$ cat config.mk
export PLATFORM = sky130hd
export DESIGN_NAME = sipo_latched_out
export DESIGN_NICKNAME = d
export VERILOG_FILES = /design/src/rtl/sipo_pkg.sv /design/src/rtl/sipo_rst_sync.sv /design/src/rtl/sipo_shift_stage.sv /design/src/rtl/sipo_hold_reg.sv /design/src/rtl/sipo_out_gate.sv /design/src/rtl/sipo_latched_out.sv
export SDC_FILE = /design/constraint.sdc
export NUM_CORES = 1
export LEC_CHECK = 0
export ABC_AREA = 1
export BUFFER_PORTS_ARGS = -buffer_cell sky130_fd_sc_hd__clkbuf_2
export CORE_MARGIN = 5
export CORE_UTILIZATION = 40
export CTS_BUF_LIST = sky130_fd_sc_hd__clkbuf_4
export DETAILED_ROUTE_END_ITERATION = 16
export GPL_ROUTABILITY_DRIVEN = 0
export SLEW_MARGIN = 40
export SYNTH_ARGS = -nofsm -noshare
export SYNTH_HDL_FRONTEND = slang
export SYNTH_SLANG_ARGS = --single-unit
$ cat constraint.sdc
create_clock -name clk -period 1.2 [get_ports clk]
set_input_delay 0.12 -clock clk [delete_from_list [all_inputs] [get_ports clk]]
set_output_delay 0.12 -clock clk [all_outputs]
set_load 0.01 [all_outputs]
$ cat src/rtl/sipo_pkg.sv
package sipo_pkg;

  // Operation the shift stage performs in a given cycle.
  typedef enum logic [1:0] {
    STG_HOLD  = 2'd0,
    STG_SHIFT = 2'd1,
    STG_CLEAR = 2'd2
  } stage_op_e;

  // Clear outranks shift; nothing requested means hold.
  function automatic stage_op_e decode_stage_op(input logic shift_req,
                                                input logic clear_req);
    stage_op_e op;
    if (clear_req)      op = STG_CLEAR;
    else if (shift_req) op = STG_SHIFT;
    else                op = STG_HOLD;
    return op;
  endfunction

endpackage

$ cat src/rtl/sipo_rst_sync.sv
module sipo_rst_sync #(
  parameter int unsigned STAGES = 2
) (
  input  logic clk,
  input  logic rst_n,
  output logic rst_sync_n
);

  logic [STAGES-1:0] chain_q;
  logic [STAGES-1:0] chain_d;

  always_comb begin
    chain_d = {chain_q[STAGES-2:0], 1'b1};
  end

  always_ff @(posedge clk or negedge rst_n) begin
    if (!rst_n) chain_q <= '0;
    else        chain_q <= chain_d;
  end

  assign rst_sync_n = chain_q[STAGES-1];

endmodule

$ cat src/rtl/sipo_shift_stage.sv
module sipo_shift_stage
  import sipo_pkg::*;
#(
  parameter int unsigned WIDTH = 8
) (
  input  logic             clk,
  input  logic             rst_n,
  input  logic             ser_in,
  input  logic             shift_en,
  input  logic             clr_stage,
  output logic [WIDTH-1:0] stage_q
);

  stage_op_e        op;
  logic [WIDTH-1:0] stage_d;
  logic             stage_we;

  always_comb begin
    op       = decode_stage_op(shift_en, clr_stage);
    stage_we = 1'b0;
    stage_d  = stage_q;
    unique case (op)
      STG_SHIFT: begin
        stage_we = 1'b1;
        stage_d  = {stage_q[WIDTH-2:0], ser_in};
      end
      STG_CLEAR: begin
        stage_we = 1'b1;
        stage_d  = '0;
      end
      default: begin
        stage_we = 1'b0;
        stage_d  = stage_q;
      end
    endcase
  end

  always_ff @(posedge clk or negedge rst_n) begin
    if (!rst_n)        stage_q <= '0;
    else if (stage_we) stage_q <= stage_d;
  end

endmodule

$ cat src/rtl/sipo_hold_reg.sv
module sipo_hold_reg #(
  parameter int unsigned WIDTH = 8
) (
  input  logic             clk,
  input  logic             rst_n,
  input  logic             load_stb,
  input  logic [WIDTH-1:0] stage_q,
  output logic [WIDTH-1:0] hold_q
);

  logic [WIDTH-1:0] hold_d;

  always_comb begin
    hold_d = stage_q;
  end

  always_ff @(posedge clk or negedge rst_n) begin
    if (!rst_n)        hold_q <= '0;
    else if (load_stb) hold_q <= hold_d;
  end

endmodule

$ cat src/rtl/sipo_out_gate.sv
module sipo_out_gate #(
  parameter int unsigned WIDTH = 8
) (
  input  logic             out_en,
  input  logic [WIDTH-1:0] hold_q,
  output logic [WIDTH-1:0] par_out
);

  for (genvar b = 0; b < WIDTH; b++) begin : g_bit
    assign par_out[b] = hold_q[b] & out_en;
  end

endmodule

$ cat src/rtl/sipo_latched_out.sv
module sipo_latched_out #(
  parameter int unsigned WIDTH = 8
) (
  input  logic             clk,
  input  logic             rst_n,
  input  logic             ser_in,
  input  logic             shift_en,
  input  logic             clr_stage,
  input  logic             load_stb,
  input  logic             out_en,
  output logic [WIDTH-1:0] par_out,
  output logic             ser_out
);

  logic             rst_sync_n;
  logic [WIDTH-1:0] stage_q;
  logic [WIDTH-1:0] hold_q;

  sipo_rst_sync #(.STAGES(2)) u_rst_sync (
    .clk        (clk),
    .rst_n      (rst_n),
    .rst_sync_n (rst_sync_n)
  );

  sipo_shift_stage #(.WIDTH(WIDTH)) u_stage (
    .clk       (clk),
    .rst_n     (rst_sync_n),
    .ser_in    (ser_in),
    .shift_en  (shift_en),
    .clr_stage (clr_stage),
    .stage_q   (stage_q)
  );

  sipo_hold_reg #(.WIDTH(WIDTH)) u_hold (
    .clk      (clk),
    .rst_n    (rst_sync_n),
    .load_stb (load_stb),
    .stage_q  (stage_q),
    .hold_q   (hold_q)
  );

  sipo_out_gate #(.WIDTH(WIDTH)) u_gate (
    .out_en  (out_en),
    .hold_q  (hold_q),
    .par_out (par_out)
  );

  assign ser_out = stage_q[WIDTH-1];

endmodule

# Yosys cells after proc, flatten, opt, wreduce, memory -nomap -nowiden
# Cells that the tools add are included.
[totals] reg_bits=18 inputBits=7 output_inout_bits=9 elab_cells=20
[op_classes] eq_ne=2 n_mux=4 bitwise_logic=8 n_reduce_logical=3
[op_table] operator="case mux 8 bit (2 select lines)" count=1
[op_table] operator="bitwise AND 1 bit" count=8
[op_table] operator="equality test 2 x 1 -> 1 bit (second input constant)" count=1
[op_table] operator="equality test 2 bit (second input constant)" count=1
[op_table] operator="two-way mux 1 bit" count=2
[op_table] operator="two-way mux 2 bit" count=1
[op_table] operator="AND reduction 2 bit" count=1
[op_table] operator="nonzero test 2 bit" count=1
[op_table] operator="OR reduction 2 bit" count=1

# Longest topological paths before layout
# Gate-level depths: netlist (run 1).
[logic_depth] ltp_word=6 mapped_depth=4 ltp_nobuf=3

# Cells and area by module
# A second synthesis (run 1) with hierarchy kept.
[unflattened] hier_cells=89 area_unflattened_um2=759.5
[by_module_without_submodules] mod="sipo_shift_stage" n_inst=1 cells_each=35 area_each_um2=335.3 seq_area_each_um2=200.2
[by_module_without_submodules] mod="sipo_hold_reg" n_inst=1 cells_each=34 area_each_um2=305.3 seq_area_each_um2=200.2
[by_module_without_submodules] mod="sipo_out_gate" n_inst=1 cells_each=17 area_each_um2=65.1 seq_area_each_um2=0.0
[by_module_without_submodules] mod="sipo_rst_sync" n_inst=1 cells_each=3 area_each_um2=53.8 seq_area_each_um2=50.0

# Worst setup path before layout (run 1)
# OpenSTA, ideal clock, no wires.
[synth_path] kind="reg-to-reg" from="register u_stage.stage_q[7]" to="register u_hold.hold_q[7]" setup_time_ps=126 arrival_time_ps=529 t_required_ps=1074 path_slack_ps=545 path_stages_with_launch=3 n_path_buf=0 synth_period_minus_slack_ps=655 path_cell_list="dfrtp_1 -> nand2_1 -> o21ai_0"
[synth_lines] item="start: declaration" line="sipo_shift_stage.sv:11" text="output logic [WIDTH-1:0] stage_q"
[synth_lines] item="start signal: assignment" line="sipo_shift_stage.sv:40" text="else if (stage_we) stage_q <= stage_d;"
[synth_lines] item="end signal: assignment" line="sipo_hold_reg.sv:19" text="else if (load_stb) hold_q <= hold_d;"
[synth_lines] item="end: declaration" line="sipo_hold_reg.sv:8" text="output logic [WIDTH-1:0] hold_q"

# Worst setup path in the final report (run 1)
[layout_path] from="register u_hold.hold_q[0]" to="output port par_out[0]"
[layout_between] elab_chain_cells=1
[layout_lines] item="bitwise AND 1 bit" line="sipo_out_gate.sv:10" text="assign par_out[b] = hold_q[b] & out_en;"
[layout_lines] item="end: declaration" line="sipo_latched_out.sv:11" text="output logic [WIDTH-1:0] par_out,"
# No other way between the ends.

==> flow_summary.yaml, run 1 <==
run_status:
  outcome: "completed"
worst_setup_path:
  slowest_delay_ps: 390
  path_buf_inv: 2
  path_cells: "nand2_1 -> inv_1 -> clkbuf_2"
  worstPathMaxFanout: 2
  cpMaxStageDelayCell: "dfrtp_1"
  cp-end-kind: "output pin"
  critPathLaunchType: "flip-flop"
  crit_family: "flip-flops"
  cp.required_ps: 1080
  critPathArrivalTime_ps: 880
  critPathKind: "reg2out"
cells_and_area:
  fin_cells: 130
  final-seq-area_um2: 450
  layout_commonest_cell: "nand2_1"
  multiInputGateArea_um2: 224
  num_antenna_cells: 0
  final_nets: 114
  final_area_um2: 885
  drive_above_1_share: 0.200
  fill_cells: 197
  mostFrequentLayoutCells: "32 x nand2_1, 18 x dfrtp_1, 16 x inv_1"
  area_delta_synth_final_pct: 15.5
synth:
  ys_ff_latch: 18
  ys_seq_area_frac: 0.588
  syn-cell-area_um2: 766
  yosys_warnings: 0
  ys_types: 10
  avgSynthCellArea_um2: 8.70
  syn_inst: 88
  syn_nets: 95
sta:
  report.final.slew_viol_count: 0
  hold_viol: 0
  timing.final.crit_share: 0.833
  fin_ws_ps: 200
  fin_setup_tns_ps: 0
  rsz0062_at_grt: "no"
  fin_crit_ps: 1000
  setup_viol: 0
  max_freq_mhz: 1000
  finalClockSkew_ps: 2.27
placed_design:
  pre_cts_slack_ps: 509
  hpwl_um: 887
  placed_area_um2: 852
  numPortBuffers: 15
  dp_cells: 126
run:
  drv_cap: 0
drt:
  vias_per_cell: 4.18
  routed_wl_mm: 1.18
  ant_nets: 0
  route.detailed.drc: 0
  wire_per_inst_um: 9.05
  first_pass_iters: 4
  drt-initial-drc-count: 5
  dr_total_vias: 543
global_route:
  grt_antenna_before_repair: 0
  grt_pass1_vias: 435
  grt_util_all_layers: 0.0975
  grt_max_degree: 17
  grt_remaining_overflow: 0
  grt_pass1_wl_mm: 1.97
clock_network:
  clockBufferDepth: 2
  numCtsBuffers: 3
  cts_setup_buffers: 0
  root_buffer: "clkbuf_4"
  clkTransAtPathRegs_ps: 90
  ctsHtreeMaxLevel: 1
  clock_latency_ps: 280
  cts_tree: "built"
  post_cts_resized: 0
  cts_sinks: 18
power:
  p_leak_uw: 0.000525
  max-vdd-ir-drop_mv: 0.574
  powerDensity_mw_per_mm2: 1100
die:
  initial_core_util: 0.434
  die_h_um: 53.8
  dieWidth_um: 53.8
  fp-row-count: 15
  io_pins: 16
  core_area_mm2: 0.00176
  die_area_mm2: 0.00289
hold_path:
  hold_path_class: "in2reg"
==> synth_stat cells <==
| library cell | number | area share |
|---|---|---|
| buf_6 | 2 | 0.029 |
| o21ai_0 | 8 | 0.052 |
| buf_2 | 1 | 0.0065 |
| nand2_1 | 32 | 0.16 |
| inv_1 | 16 | 0.078 |
| dfrtp_1 | 18 | 0.59 |
| nand3_1 | 8 | 0.052 |
| conb_1 | 1 | 0.0049 |
| inv_2 | 1 | 0.0049 |
| nor2_8 | 1 | 0.026 |
==> cell families (layout without fill, tap and decap cells) <==
kind of cell,count (synthesis),in the layout,share of synthesized area
AND/OR/NAND/NOR,41,41,0.235
buffers and inverters,20,37,0.119
flip-flops,18,18,0.588
AO/OA/AOI/OAI,8,8,0.0523
other,1,1,0.00490
==> sequential cells by signal, indices dropped and copies added (netlist names) <==
name and flops:
u_hold.hold_q 8, u_rst_sync.chain_q 2, u_stage.stage_q 8
==> power by group <==
| part | internal (uW) | switching (uW) | total, uW | leakage, uW |
|---|---|---|---|---|
| clock network | 117 | 161 | 277 | 0.0000138 |
| registers | 618 | 6.73 | 625 | 0.000245 |
| logic | 22.3 | 45.7 | 67.9 | 0.000266 |
==> through the flow <==
step	hold WS, ps	utilization	total power (uW)
2_1_floorplan	-176	-	682
3_3_place_gp	-94.5	0.483	703
3_5_place_dp	-90.9	0.483	705
4_1_cts	47.1	0.501	992
5_1_grt	54.1	0.501	1030
6_report	55.5	0.501	970
==> per-layer routing <==
metal	track usage	up-vias	wire length, um	share of wire
li1	-	296	-	-
met1	0.138	232	600	0.51
met2	0.129	13	482	0.41
met3	0.0332	2	77	0.065
met4	0.0511	0	15	0.013
met5	0	-	0	0
==> worst reg2reg max path: cells and delay by family (launching register included) <==
kind	cells	cell delay [ps]
flops	1	420
simple gates	1	70
compound gates	1	80
==> final cells by class <==
type / instances / area share
timing repair buffer: 17 / 0.105
tap: 25 / 0.0354
multi-input combinational: 50 / 0.253
clock buffer: 3 / 0.0255
inverter: 17 / 0.0721
sequential: 18 / 0.509
==> final timing paths <==
check,start,to,slack (ps),cells past startpoint
max in group asynchronous,u_rst_sync.chain_q[1],u_hold.hold_q[5],840,1
hold reg to reg,u_rst_sync.chain_q[1],u_hold.hold_q[1],180,1
setup reg to reg,u_stage.stage_q[0],u_hold.hold_q[0],520,2
setup / recovery,u_hold.hold_q[0],par_out[0],200,3
min in group asynchronous,rst_n,u_rst_sync.chain_q[0],140,2
hold / removal,ser_in,u_stage.stage_q[0],60,3
==> repair_timing <==
action	CTS	global route
hold buffers	1	0
setup endpoints to repair	0	0
endpoints found under the hold margin	2	0
Power figures use the tool's default switching activity.
==> run 2: changes to the inputs <==
==> constraint.sdc (replaced) <==
create_clock -name clk -period 0.81 [get_ports clk]
set_input_delay 0.081 -clock clk [delete_from_list [all_inputs] [get_ports clk]]
set_output_delay 0.081 -clock clk [all_outputs]
set_load 0.01 [all_outputs]
==> flow_summary.yaml, run 2 (synthesis results as in run 1) <==
cells_and_area:
  mostFrequentLayoutCells: "32 x nand2_1, 18 x dfrtp_1, 15 x clkbuf_2"
  num_antenna_cells: 0
  area_delta_synth_final_pct: 24.8
  top_regs: "u_hold.hold_q: 8 flops, u_stage.stage_q: 8 flops, u_rst_sync.chain_q: 2 flops"
  final_area_um2: 956
  final_nets: 122
  layout_commonest_cell: "nand2_1"
  drive_above_1_share: 0.281
sta:
  hold_viol: 0
  rsz0062_at_grt: "yes"
  report.final.slew_viol_count: 0
  max_freq_mhz: 1030
  fin_ws_ps: -164
  finalClockSkew_ps: 10.1
  holdWs_ps: 15.4
  fin_crit_ps: 974
  timing.final.crit_share: 1.20
  setup_viol: 10
die:
  io_pins: 16
  die_area_mm2: 0.00289
  dieWidth_um: 53.8
  initial_core_util: 0.434
  core_area_mm2: 0.00176
  die_h_um: 53.8
  fp-row-count: 15
power:
  p_seq_frac: 0.624
  switching_share: 0.232
  powerDensity_mw_per_mm2: 1550
  clkPwrFrac: 0.298
  max-vdd-ir-drop_mv: 0.853
  p_int_uw: 1140
  p_comb_frac: 0.078
  p_sw_uw: 344
  p_leak_uw: 0.000573
run_status:
  violations: "setup timing"
  outcome: "finished, violations left"
clock_network:
  clkTransAtPathRegs_ps: 100
  cts_tree: "built"
  numCtsBuffers: 3
  root_buffer: "clkbuf_4"
  ctsHtreeMaxLevel: 1
  cts_sinks: 18
  clockBufferDepth: 2
  clock_latency_ps: 290
drt:
  route.detailed.drc: 0
  first_pass_iters: 4
  routed_wl_mm: 1.27
  vias_per_cell: 4.24
  drt-initial-drc-count: 8
  ant_nets: 0
  dr_total_vias: 589
  wire_per_inst_um: 9.15
worst_setup_path:
  rr_worst_depth: 4
  critPathKind: "reg2out"
  cp.required_ps: 730
  worstPathMaxFanout: 2
  critPathArrivalTime_ps: 890
  critPathLaunchType: "flip-flop"
  cp-end-kind: "output pin"
placed_design:
  numPortBuffers: 15
  hpwl_um: 885
  pre_cts_slack_ps: 152
  placed_area_um2: 852
global_route:
  grt_pass1_wl_mm: 2.06
  grt_util_all_layers: 0.103
  grt_remaining_overflow: 0
  grt_antenna_before_repair: 0
  grt_pass1_vias: 473
  grt_max_degree: 17
run:
  drv_cap: 0
hold_path:
  hold_depth: 3
  hold_path_class: "in2reg"
==> run 2: per-layer routing <==
layer / up-vias / global-route usage / share of wire
li1: 318 / - / -
met1: 254 / 0.136 / 0.50
met2: 13 / 0.143 / 0.42
met3: 4 / 0.0332 / 0.053
met4: 0 / 0.0638 / 0.026
met5: - / 0 / 0
==> run 2: path summary, 6_finish.rpt <==
check / start / to / slack, ps
min: ser_in / u_stage.stage_q[0] / 20
min reg2reg: u_rst_sync.chain_q[1] / u_stage.stage_q[3] / 170
max in group asynchronous: u_rst_sync.chain_q[1] / u_stage.stage_q[0] / 460
max: u_hold.hold_q[7] / par_out[7] / -160
max reg2reg: u_hold.hold_q[1] / u_hold.hold_q[1] / -20
min in group asynchronous: rst_n / u_rst_sync.chain_q[1] / 100
==> run 2: per-stage QoR <==
step	setup TNS [ps]	std cells	util	total power, uW
floorplan	0	88	-	1010
global placement	0	126	0.483	1040
detailed placement	0	126	0.483	1040
CTS	-1410	134	0.516	1490
global route	-2040	139	0.542	1580
finish	-1330	139	0.542	1480
==> run 2: repair_timing <==
action / 4_1_cts / 5_1_grt
gates resized for setup: 0 / 7
buffers inserted: 3 / 5
hold buffers: 1 / 0
endpoints found under the setup margin: 9 / 10
hold endpoints to repair: 2 / 0
==> run 2: final cells by class <==
class | instances | area [um2]
well taps | 25 | 31.3
repair buffers | 25 | 156
fillers | 184 | 808
flip-flops and latches | 18 | 450
inverters | 17 | 63.8
clock buffers | 3 | 22.5
clock inverters | 1 | 3.75
multi-input cells | 50 | 228
==> run 2: critical path, cell delays in order, from the launching register on <==
cell and delay, ps:
dfrtp_1 390, nand2_1 70, inv_1 30, clkbuf_2 110
==> run 2: power by group through the flow <==
stage	registers (uW)	logic (uW)	clock network [uW]
6_report	925	115	442
3_5_place_dp	943	101	0
4_1_cts	925	107	456
5_1_grt	929	134	516
2_1_floorplan	952	58.4	0
3_3_place_gp	943	98.9	0
==> run 3: changes to the inputs <==
--- a/config.mk
+++ b/config.mk
@@ -12,6 +12,7 @@
 export CTS_BUF_LIST = sky130_fd_sc_hd__clkbuf_4
 export DETAILED_ROUTE_END_ITERATION = 16
 export GPL_ROUTABILITY_DRIVEN = 0
+export PLACE_DENSITY_LB_ADDON = 0.3
 export SLEW_MARGIN = 40
 export SYNTH_ARGS = -nofsm -noshare
 export SYNTH_HDL_FRONTEND = slang
==> constraint.sdc (replaced) <==
create_clock -name clk -period 1.1 [get_ports clk]
set_input_delay 0.11 -clock clk [delete_from_list [all_inputs] [get_ports clk]]
set_output_delay 0.11 -clock clk [all_outputs]
set_load 0.01 [all_outputs]
==> flow_summary.yaml, run 3 (synthesis results as in run 1) <==
run_status:
  outcome: "completed"
sta:
  report.final.slew_viol_count: 0
  hold_viol: 0
  fin_crit_ps: 998
  rsz0062_at_grt: "no"
  fin_setup_tns_ps: 0
  setup_viol: 0
  timing.final.crit_share: 0.907
  finalClockSkew_ps: 8.13
  max_freq_mhz: 1000
worst_setup_path:
  slowest_delay_ps: 400
  path_cells: "nand2_1 -> inv_1 -> clkbuf_2"
  rr_worst_depth: 2
  critPathKind: "reg2out"
  rrSetupSlack_ps: 420
  critPathArrivalTime_ps: 890
  rr_startpoint: "u_stage.stage_q[4]"
  worstPathMaxFanout: 2
  cpMaxStageDelayCell: "dfrtp_1"
  cp.required_ps: 990
  cp-end-kind: "output pin"
  critPathLaunchType: "flip-flop"
  r2r-end: "u_hold.hold_q[4]"
die:
  dieWidth_um: 53.8
  io_pins: 16
  core_area_mm2: 0.00176
  fp-row-count: 15
  die_area_mm2: 0.00289
  initial_core_util: 0.434
  die_h_um: 53.8
cells_and_area:
  layout_commonest_cell: "nand2_1"
  postLayoutCoreUtil: 0.504
  num_antenna_cells: 0
  top_regs: "u_hold.hold_q: 8 flops, u_stage.stage_q: 8 flops, u_rst_sync.chain_q: 2 flops"
  final_nets: 114
  drive_above_1_share: 0.198
  area_delta_synth_final_pct: 16.0
  mostFrequentLayoutCells: "32 x nand2_1, 18 x dfrtp_1, 16 x inv_1"
drt:
  drt-initial-drc-count: 14
  dr_total_vias: 539
  vias_per_cell: 4.11
  route.detailed.drc: 0
  first_pass_iters: 4
  routed_wl_mm: 1.19
  wire_per_inst_um: 9.09
  ant_nets: 0
clock_network:
  ctsHtreeMaxLevel: 1
  clkTransAtPathRegs_ps: 100
  clock_latency_ps: 280
  cts_tree: "built"
  numCtsBuffers: 3
  post_cts_resized: 0
  cts_sinks: 18
  clockBufferDepth: 2
  root_buffer: "clkbuf_4"
global_route:
  grt_util_all_layers: 0.106
  grt_antenna_before_repair: 0
  grt_pass1_wl_mm: 2.14
  grt_pass1_vias: 479
  grt_remaining_overflow: 0
  grt_max_degree: 17
hold_path:
  hold_path_class: "in2reg"
  min_from: "ser_in"
  min_to: "u_stage.stage_q[0]"
  hold_depth: 3
placed_design:
  numPortBuffers: 15
  hpwl_um: 875
run:
  drv_cap: 0
power:
  powerDensity_mw_per_mm2: 1210
  max-vdd-ir-drop_mv: 0.542
  p_leak_uw: 0.000526
==> run 3: changes by cell type in the layout (fill, tap and decap cells not counted) <==
| cell | change |
|---|---|
| buf_6 | -1 |
| o21ai_1 | -2 |
| inv_2 | -2 |
| buf_4 | -7 |
| o21ai_2 | -1 |
| o21ai_0 | +3 |
| inv_1 | +2 |
==> run 3: through the flow <==
step                power (uW)  std cells  hold WS (ps)  area (um2)  setup slack, ps
floorplan                  744         88          -186         766              445
global placement           766        126          -105         852              426
detailed placement         768        126          -101         852              415
CTS                       1090        131          39.7         888             88.0
global route              1120        131          57.0         888             32.6
finish                    1070        131          51.5         888              102
==> run 3: routing by layer <==
metal / wire, um / vias to the layer above / global-route usage
li1: - / 299 / -
met1: 594 / 225 / 0.144
met2: 508 / 13 / 0.145
met3: 57 / 2 / 0.0249
met4: 31 / 0 / 0.0766
met5: 0 / - / 0
==> run 3: critical path: cells and delay by family, from the launching register on <==
kind / cells / cell delay, ps
buffers and inverters: 2 / 140
flip-flops: 1 / 400
AND/OR/NAND/NOR: 1 / 70
==> run 3: how the worst max path moves through the flow <==
stage,startpoint,end,slack [ps],cells after the start
3_3_place_gp,u_hold.hold_q[6],par_out[6],430,3
3_5_place_dp,u_hold.hold_q[6],par_out[6],410,3
2_1_floorplan,u_stage.stage_q[7],u_hold.hold_q[7],440,2
5_1_grt,u_hold.hold_q[6],par_out[6],30,3
6_report,u_hold.hold_q[6],par_out[6],100,3
4_1_cts,u_hold.hold_q[6],par_out[6],90,3
==> run 3: where the power goes <==
group / switching, uW / internal (uW)
Combinational: 50.2 / 24.3
Clock: 183 / 131
Sequential: 7.32 / 674
Total: 241 / 830
==> run 3: cell type report <==
cell class / count / area, um2
Clock buffer: 3 / 22.5
Fill cell: 184 / 876
Inverter: 17 / 63.8
Timing Repair Buffer: 17 / 92.6
Clock inverter: 1 / 3.75
Tap cell: 25 / 31.3
Multi-Input combinational cell: 50 / 224
Sequential cell: 18 / 450
==> run 3: timing repair <==
action,CTS,global route
hold endpoints to repair,2,0
buffers inserted,0,0
hold buffers,1,0
